==> config.mk <==
export PLATFORM = sky130hd
export DESIGN_NAME = pt_walker
export DESIGN_NICKNAME = d
export VERILOG_FILES = /design/src/rtl/ptw_pkg.sv /design/src/rtl/ptw_front.sv /design/src/rtl/ptw_leaf.sv /design/src/rtl/pt_walker.sv
export SDC_FILE = /design/constraint.sdc
export NUM_CORES = 1
export LEC_CHECK = 0
export BUFFER_PORTS_ARGS = -buffer_cell sky130_fd_sc_hd__buf_2
export CORE_MARGIN = 3
export CORE_UTILIZATION = 51
export DETAILED_ROUTE_END_ITERATION = 10
export PLACE_DENSITY = 0.81
export SLEW_MARGIN = 20
export SYNTH_ARGS = -nofsm -noshare
export SYNTH_HDL_FRONTEND = slang
export SYNTH_SLANG_ARGS = --single-unit
==> constraint.sdc <==
create_clock -name clk -period 6.4 [get_ports clk]
set_clock_uncertainty 0.2 [all_clocks]
set_input_delay 1.92 -clock clk [delete_from_list [all_inputs] [get_ports clk]]
set_output_delay 1.92 -clock clk [all_outputs]
set_load 0.02 [all_outputs]
==> src/rtl/ptw_pkg.sv <==
package ptw_pkg;
    typedef enum logic [2:0] {
        ST_IDLE = 3'd0,
        ST_L1   = 3'd1,
        ST_L2   = 3'd2,
        ST_L3   = 3'd3,
        ST_DONE = 3'd4
    } walk_st_e;

    typedef enum logic [2:0] {
        FLT_NONE = 3'd0,
        FLT_ACV  = 3'd1,
        FLT_TNV  = 3'd2,
        FLT_FOR  = 3'd3,
        FLT_FOW  = 3'd4,
        FLT_FOE  = 3'd5
    } flt_e;

    localparam int PTE_VALID   = 0;
    localparam int PTE_FO_LO   = 1;
    localparam int PTE_RD_BASE = 8;
    localparam int PTE_WR_BASE = 12;
    localparam int PTE_FRAME_LO = 32;
endpackage

==> src/rtl/ptw_front.sv <==
module ptw_front
    import ptw_pkg::*;
#(
    parameter int VA_BITS = 43,
    parameter int SP_KEEP = 40,
    parameter int SP_DEST = 43,
    parameter int MODE_W  = 2
) (
    input  logic [63:0]       vaddr,
    input  logic              phys,
    input  logic [MODE_W-1:0] mode,
    output logic              fast,
    output logic [63:0]       fast_pa,
    output logic [2:0]        fast_prot,
    output flt_e              fast_code
);
    localparam int HI_W = 64 - VA_BITS;

    logic sext_ok;
    logic in_window;

    assign sext_ok   = (vaddr[63:VA_BITS] == {HI_W{vaddr[63]}});
    assign in_window = vaddr[63] && (vaddr[VA_BITS-1:VA_BITS-2] == 2'b10);

    always_comb begin
        fast      = 1'b0;
        fast_pa   = '0;
        fast_prot = '0;
        fast_code = FLT_NONE;
        if (phys) begin
            fast      = 1'b1;
            fast_pa   = vaddr;
            fast_prot = 3'b111;
        end else if (!sext_ok) begin
            fast      = 1'b1;
            fast_code = FLT_ACV;
        end else if (in_window) begin
            fast = 1'b1;
            if (mode != '0) begin
                fast_code = FLT_ACV;
            end else begin
                fast_pa   = 64'(vaddr[SP_KEEP-1:0]) | (64'(vaddr[SP_KEEP]) << SP_DEST);
                fast_prot = 3'b111;
            end
        end
    end
endmodule

==> src/rtl/ptw_leaf.sv <==
module ptw_leaf
    import ptw_pkg::*;
#(
    parameter int PAGE_BITS = 13,
    parameter int MODE_W    = 2
) (
    input  logic [63:0]          pte,
    input  logic [2:0]           acc,
    input  logic [MODE_W-1:0]    mode,
    input  logic [PAGE_BITS-1:0] off,
    output logic [63:0]          leaf_pa,
    output logic [2:0]           leaf_prot,
    output flt_e                 leaf_code
);
    logic       rd_en;
    logic       wr_en;
    logic [2:0] grant;
    logic [2:0] kept;
    logic [63:0] frame_pa;

    assign rd_en    = pte[PTE_RD_BASE + int'(mode)];
    assign wr_en    = pte[PTE_WR_BASE + int'(mode)];
    assign grant    = {rd_en, wr_en, rd_en};
    assign kept     = grant & ~pte[PTE_FO_LO +: 3];
    assign frame_pa = (64'(pte[63:PTE_FRAME_LO]) << PAGE_BITS) | 64'(off);

    always_comb begin
        leaf_code = FLT_NONE;
        if (acc != 3'b000 && (grant & acc) == 3'b000) begin
            leaf_code = FLT_ACV;
        end else if (acc != 3'b000 && (kept & acc) == 3'b000) begin
            if (acc[2])      leaf_code = FLT_FOE;
            else if (acc[1]) leaf_code = FLT_FOW;
            else             leaf_code = FLT_FOR;
        end
        leaf_pa   = (leaf_code == FLT_NONE) ? frame_pa : '0;
        leaf_prot = (leaf_code == FLT_NONE) ? kept : '0;
    end
endmodule

==> src/rtl/pt_walker.sv <==
module pt_walker
    import ptw_pkg::*;
#(
    parameter int VA_BITS   = 43,
    parameter int PAGE_BITS = 13,
    parameter int IDX_BITS  = 10,
    parameter int MODE_W    = 2,
    parameter int SP_KEEP   = 40,
    parameter int SP_DEST   = 43
) (
    input  logic              clk,
    input  logic              rst_n,
    input  logic              req_valid,
    input  logic [63:0]       req_vaddr,
    input  logic [2:0]        req_acc,
    input  logic [MODE_W-1:0] req_mode,
    input  logic              req_phys,
    input  logic [63:0]       ptbr,
    output logic              mem_req_valid,
    output logic [63:0]       mem_req_addr,
    input  logic              mem_rsp_valid,
    input  logic [63:0]       mem_rsp_data,
    output logic              busy,
    output logic              done,
    output logic [63:0]       paddr,
    output logic [2:0]        prot,
    output logic [2:0]        fault_code
);
    localparam int SH_L3 = PAGE_BITS;
    localparam int SH_L2 = PAGE_BITS + IDX_BITS;
    localparam int SH_L1 = PAGE_BITS + 2 * IDX_BITS;
    localparam int ENTRY_SH = 3;

    typedef struct packed {
        walk_st_e             st;
        logic                 issued;
        logic [VA_BITS-1:0]   va;
        logic [2:0]           acc;
        logic [MODE_W-1:0]    mode;
        logic [63:0]          base;
        logic [63:0]          pa;
        logic [2:0]           prot;
        flt_e                 code;
    } wstate_t;

    wstate_t r_q, r_d;

    logic              fast;
    logic [63:0]       fast_pa;
    logic [2:0]        fast_prot;
    flt_e              fast_code;
    logic [63:0]       leaf_pa;
    logic [2:0]        leaf_prot;
    flt_e              leaf_code;
    logic [IDX_BITS-1:0] lvl_idx;
    logic              accept;
    logic              rsp_take;

    ptw_front #(
        .VA_BITS(VA_BITS), .SP_KEEP(SP_KEEP), .SP_DEST(SP_DEST), .MODE_W(MODE_W)
    ) u_front (
        .vaddr(req_vaddr), .phys(req_phys), .mode(req_mode),
        .fast(fast), .fast_pa(fast_pa), .fast_prot(fast_prot), .fast_code(fast_code)
    );

    ptw_leaf #(
        .PAGE_BITS(PAGE_BITS), .MODE_W(MODE_W)
    ) u_leaf (
        .pte(mem_rsp_data), .acc(r_q.acc), .mode(r_q.mode), .off(r_q.va[PAGE_BITS-1:0]),
        .leaf_pa(leaf_pa), .leaf_prot(leaf_prot), .leaf_code(leaf_code)
    );

    always_comb begin
        case (r_q.st)
            ST_L1:   lvl_idx = r_q.va[SH_L1 +: IDX_BITS];
            ST_L2:   lvl_idx = r_q.va[SH_L2 +: IDX_BITS];
            default: lvl_idx = r_q.va[SH_L3 +: IDX_BITS];
        endcase
    end

    assign busy          = (r_q.st == ST_L1) || (r_q.st == ST_L2) || (r_q.st == ST_L3);
    assign done          = (r_q.st == ST_DONE);
    assign mem_req_valid = busy && !r_q.issued;
    assign mem_req_addr  = r_q.base + (64'(lvl_idx) << ENTRY_SH);
    assign paddr         = r_q.pa;
    assign prot          = r_q.prot;
    assign fault_code    = r_q.code;
    assign accept        = (r_q.st == ST_IDLE) && req_valid;
    assign rsp_take      = busy && r_q.issued && mem_rsp_valid;

    always_comb begin
        r_d = r_q;
        case (r_q.st)
            ST_IDLE: begin
                if (req_valid) begin
                    r_d.va     = req_vaddr[VA_BITS-1:0];
                    r_d.acc    = req_acc;
                    r_d.mode   = req_mode;
                    r_d.issued = 1'b0;
                    r_d.base   = ptbr;
                    r_d.pa     = fast_pa;
                    r_d.prot   = fast_prot;
                    r_d.code   = fast_code;
                    r_d.st     = fast ? ST_DONE : ST_L1;
                end
            end
            ST_L1, ST_L2, ST_L3: begin
                if (!r_q.issued) begin
                    r_d.issued = 1'b1;
                end else if (mem_rsp_valid) begin
                    r_d.issued = 1'b0;
                    if (!mem_rsp_data[PTE_VALID]) begin
                        r_d.code = FLT_TNV;
                        r_d.pa   = '0;
                        r_d.prot = '0;
                        r_d.st   = ST_DONE;
                    end else if (r_q.st == ST_L3) begin
                        r_d.code = leaf_code;
                        r_d.pa   = leaf_pa;
                        r_d.prot = leaf_prot;
                        r_d.st   = ST_DONE;
                    end else if (!mem_rsp_data[PTE_RD_BASE]) begin
                        r_d.code = FLT_ACV;
                        r_d.pa   = '0;
                        r_d.prot = '0;
                        r_d.st   = ST_DONE;
                    end else begin
                        r_d.base = 64'(mem_rsp_data[63:PTE_FRAME_LO]) << PAGE_BITS;
                        r_d.st   = (r_q.st == ST_L1) ? ST_L2 : ST_L3;
                    end
                end
            end
            ST_DONE: r_d.st = ST_IDLE;
            default: r_d.st = ST_IDLE;
        endcase
    end

    always_ff @(posedge clk) begin
        if (!rst_n) r_q <= '0;
        else        r_q <= r_d;
    end


    phys_bypass_chk: assert property (@(posedge clk) disable iff (!rst_n)
        (accept && req_phys) |=> (done && paddr == $past(req_vaddr) && prot == 3'b111 && fault_code == 3'd0));


    kseg_mode_chk: assert property (@(posedge clk) disable iff (!rst_n)
        (accept && !req_phys && (&req_vaddr[63:VA_BITS]) && req_vaddr[VA_BITS-1:VA_BITS-2] == 2'b10 && req_mode != '0)
        |=> (done && fault_code == 3'd1));


    invalid_entry_chk: assert property (@(posedge clk) disable iff (!rst_n)
        (rsp_take && !mem_rsp_data[PTE_VALID]) |=> (done && fault_code == 3'd2));


    grant_cover_chk: assert property (@(posedge clk) disable iff (!rst_n)
        (done && fault_code == 3'd0 && r_q.acc != 3'b000) |-> ((prot & r_q.acc) != 3'b000));


    done_pulse_chk: assert property (@(posedge clk) disable iff (!rst_n)
        done |=> !done);


    req_pulse_chk: assert property (@(posedge clk) disable iff (!rst_n)
        mem_req_valid |=> !mem_req_valid);


    fault_zero_chk: assert property (@(posedge clk) disable iff (!rst_n)
        (done && fault_code != 3'd0) |-> (paddr == 64'd0 && prot == 3'b000));
endmodule

==> summary.md <==
| Metric | Value |
|---|---|
| Routed Wire Length | 32650 um |
| Avg Inst Size Synth | ~7.7 um2 |
| Die height | roughly 150 um |
| Grt total ovfl | 0 |
| Routed vias/inst | ~6 |
| H-tree depth | 4 |
| Worst-margin pin slew | 1.019 ns |
| PD cells | roughly 240 nW/um2 |
| GRT Util Overall | roughly 29% |
| Max Freq | ~0.16 GHz |
| Area contributors post-synth | dfxtp_1 37%, nand2_1 7.9%, a21oi_1 6.3% |
| Largest net degree at the start of global routing | between 90 and 100 |
| Max Used Layer | met5 |
| CTS max path bufs | 2 |
| Max Slew Vio Count | 0 |
| Final HPWL from detailed placement | 23960 um |
| EDFF count, synth | 0 |
| Ports | around 340 |
| Vias in the first global route | 9567 |
| Row count | 51 |
| Root Buffer | clkbuf_16 |
| Mapped cell area | roughly 10000 um2 |
| Worst-path maximum fanout | 23 |
| Setup_tns | 0 ns |
| DRT antenna net count | 0 |
| CP Capture Type | primary output |
| Final-stage net count | approximately 1700 |
| Slew HR | approximately a third |
| Worst-path clk slew | about 0.070 ns |
| Die W | roughly 150 um |
| Avg WL per Cell | ~18 um |
| Synth async-reset ratio | 0% |
| Initial antenna violation count | 4 |
| Post-CTS sizing | 0 |
| Final Hold Viols | 0 |
| Starting Density | a little over half |
| Outcome | complete, no violations |
| Crit Path Category | reg -> out |
| DR pass1 iterations | 5 |
| RSZ-0062 raised after global routing | no |
| Worst hold slack | 0.2542 ns |
| Core area | 19530 um2 |
| Clock sink count | around 190 |
| Residual DRC | 0 |
| List of most frequent post-synthesis cells | 213 x nand2_1, 186 x dfxtp_1, 129 x a21oi_1 |
| Synth Register Bits | between 150 and 200 |
| DRT met1 WL | ~13000 um |
| Crit path required time | between 4 and 5 ns |
| Top FF cell, synth | dfxtp_1 |
| Worst Path Arrival | just over 4 ns |
| Via count | around 10000 |
| DRT iter0 DRCs | between 700 and 800 |
| Yosys warnings | 0 |
| Worst Setup Start Kind | flop |
| Cells after Synth | ~1300 |
| Sequential fraction of the synthesis area | between 30 and 40% |
| I/O Buffers | 318 |
| VDD IR max | 198.1 uV |
| Hold Path Cell Cnt | 2 |
| TritonCTS clock tree | built |
| Clock Latency Late Sink | approximately 0.43 ns |
| First-pass GRT wire length | a little over 50000 um |
| Utilization after layout | about three fifths |
| Final worst slack | ~0.21 ns |
| Cell accounting for the most synthesized area | dfxtp_1 |
| Met2 WL | approximately 16000 um |
| Hold_buf cts | 0 |
| DP Worst Slack | ~0.60 ns |
| R2r worst-path depth | 7 |
| Area share of the leading cell type in the synthesized netlist | 36.61% |
| Area Overhead vs Synth | 17.75% |
| Fin crit share | around 97% |
| Post-CTS Setup Inserts | 0 |
| Die ar. | roughly 22000 um2 |
| Setup violators final | 0 |
| Hold Crit Class | reg -> reg |
| Fin crit period | 6.188 ns |
| Distinct cell type count after synthesis | 67 |
| Fillers | ~1800 |
| Syn_nets | ~1500 |
| Max Cap Violations | 0 |
| Layout cells sized above 1 | between 20% and 30% |
| Placer's final routability congestion estimate | roughly 0.89 |
| P_leak | 0.005157 uW |
| Met3 routed WL | about 2900 um |
| Count leader, synth | nand2_1 |
| Num CTS Buffers | 17 |
## cell type report
cell class / count / area, um2 / area share, %
tap: 265 / 331.6 / 2.768
clock buffer: 17 / 425.4 / 3.552
multi-input combinational: 933 / 5424 / 45.29
antenna: 3 / 7.507 / 0.06268
inverter: 24 / 92.59 / 0.7731
clock inverter: 15 / 215.2 / 1.797
sequential: 186 / 3724 / 31.09
timing repair buffer: 340 / 1757 / 14.67
## worst paths after layout
kind	from	slack [ns]	to
worst max-delay path	r_q[184]$_SDFFE_PN0P_	0.21	mem_req_addr[37]
worst min-delay path	r_q[123]$_SDFFE_PN0P_	0.25	r_q[123]$_SDFFE_PN0P_
worst max register to register	r_q[184]$_SDFFE_PN0P_	2.76	r_q[113]$_SDFFE_PN0P_
worst min register to register	r_q[123]$_SDFFE_PN0P_	0.25	r_q[123]$_SDFFE_PN0P_
## critical path, cell delays in order, from the launching register on
cell	delay [ns]
dfxtp_1	0.80
o22ai_1	0.13
a21oi_1	0.29
ha_1	0.23
inv_1	0.06
fa_1	0.40
nand2b_1	0.18
a21o_1	0.20
a21boi_2	0.24
o21ai_0	0.12
buf_4	0.24
nor3_1	0.23
xor2_1	0.27
buf_2	0.22
## per-layer routing
| layer | GRT usage, % | vias to the layer above |
|---|---|---|
| li1 | - | 4969 |
| met1 | 37.27 | 4962 |
| met2 | 48.50 | 444 |
| met3 | 6.755 | 41 |
| met4 | 8.108 | 2 |
| met5 | 0 | - |
## through the flow
step                instance area [um2]  std cells  power (uW)
floorplan                         10170       1322        1607
global placement                  11320       1748        1759
detailed placement                11320       1748        1768
CTS                               11960       1780        2891
global route                      11980       1783        2991
finish                            11980       1783        2879
## where the power goes
part	switching, uW	internal, uW	leakage (uW)
sequential	53.1	1220	0.00153
combinational	296	174	0.00332
clock	528	605	0.000307
## state kept, by name (all words and copies together) (netlist names)
register,cells
prot,3
r_q,116
fault_code,3
paddr,64
## cells in the final DEF, fill, tap and decap left out, types with 5 or more instances in the layout
master and instances:
xor2_1 40, o22ai_1 11, ha_1 10, o22a_1 7
o21ai_0 67, nor2_1 107, buf_2 318, clkbuf_16 17
a221oi_2 20, nand2b_1 5, a21o_1 5, dfxtp_1 186
or3_1 15, buf_4 22, a221oi_1 24, and3_1 8
inv_1 22, nor4_1 10, a311oi_1 32, nand3_1 101
xnor2_1 20, nand4_1 8, nor3_1 31, a21oi_1 129
nand2_1 213, a31oi_1 5
## kinds of logic after synthesis
kind of cell	Yosys count	synth area share, %
AOI/OAI and AO/OA	328	21.87
buffers and inverters	203	10.65
and+or+nand+nor	530	23.74
adders and majority gates	11	1.427
muxes	4	0.5290
xor gates and xnor gates	60	5.167
DFF	186	36.61
Note: power is estimated with default switching activity, not from simulation.
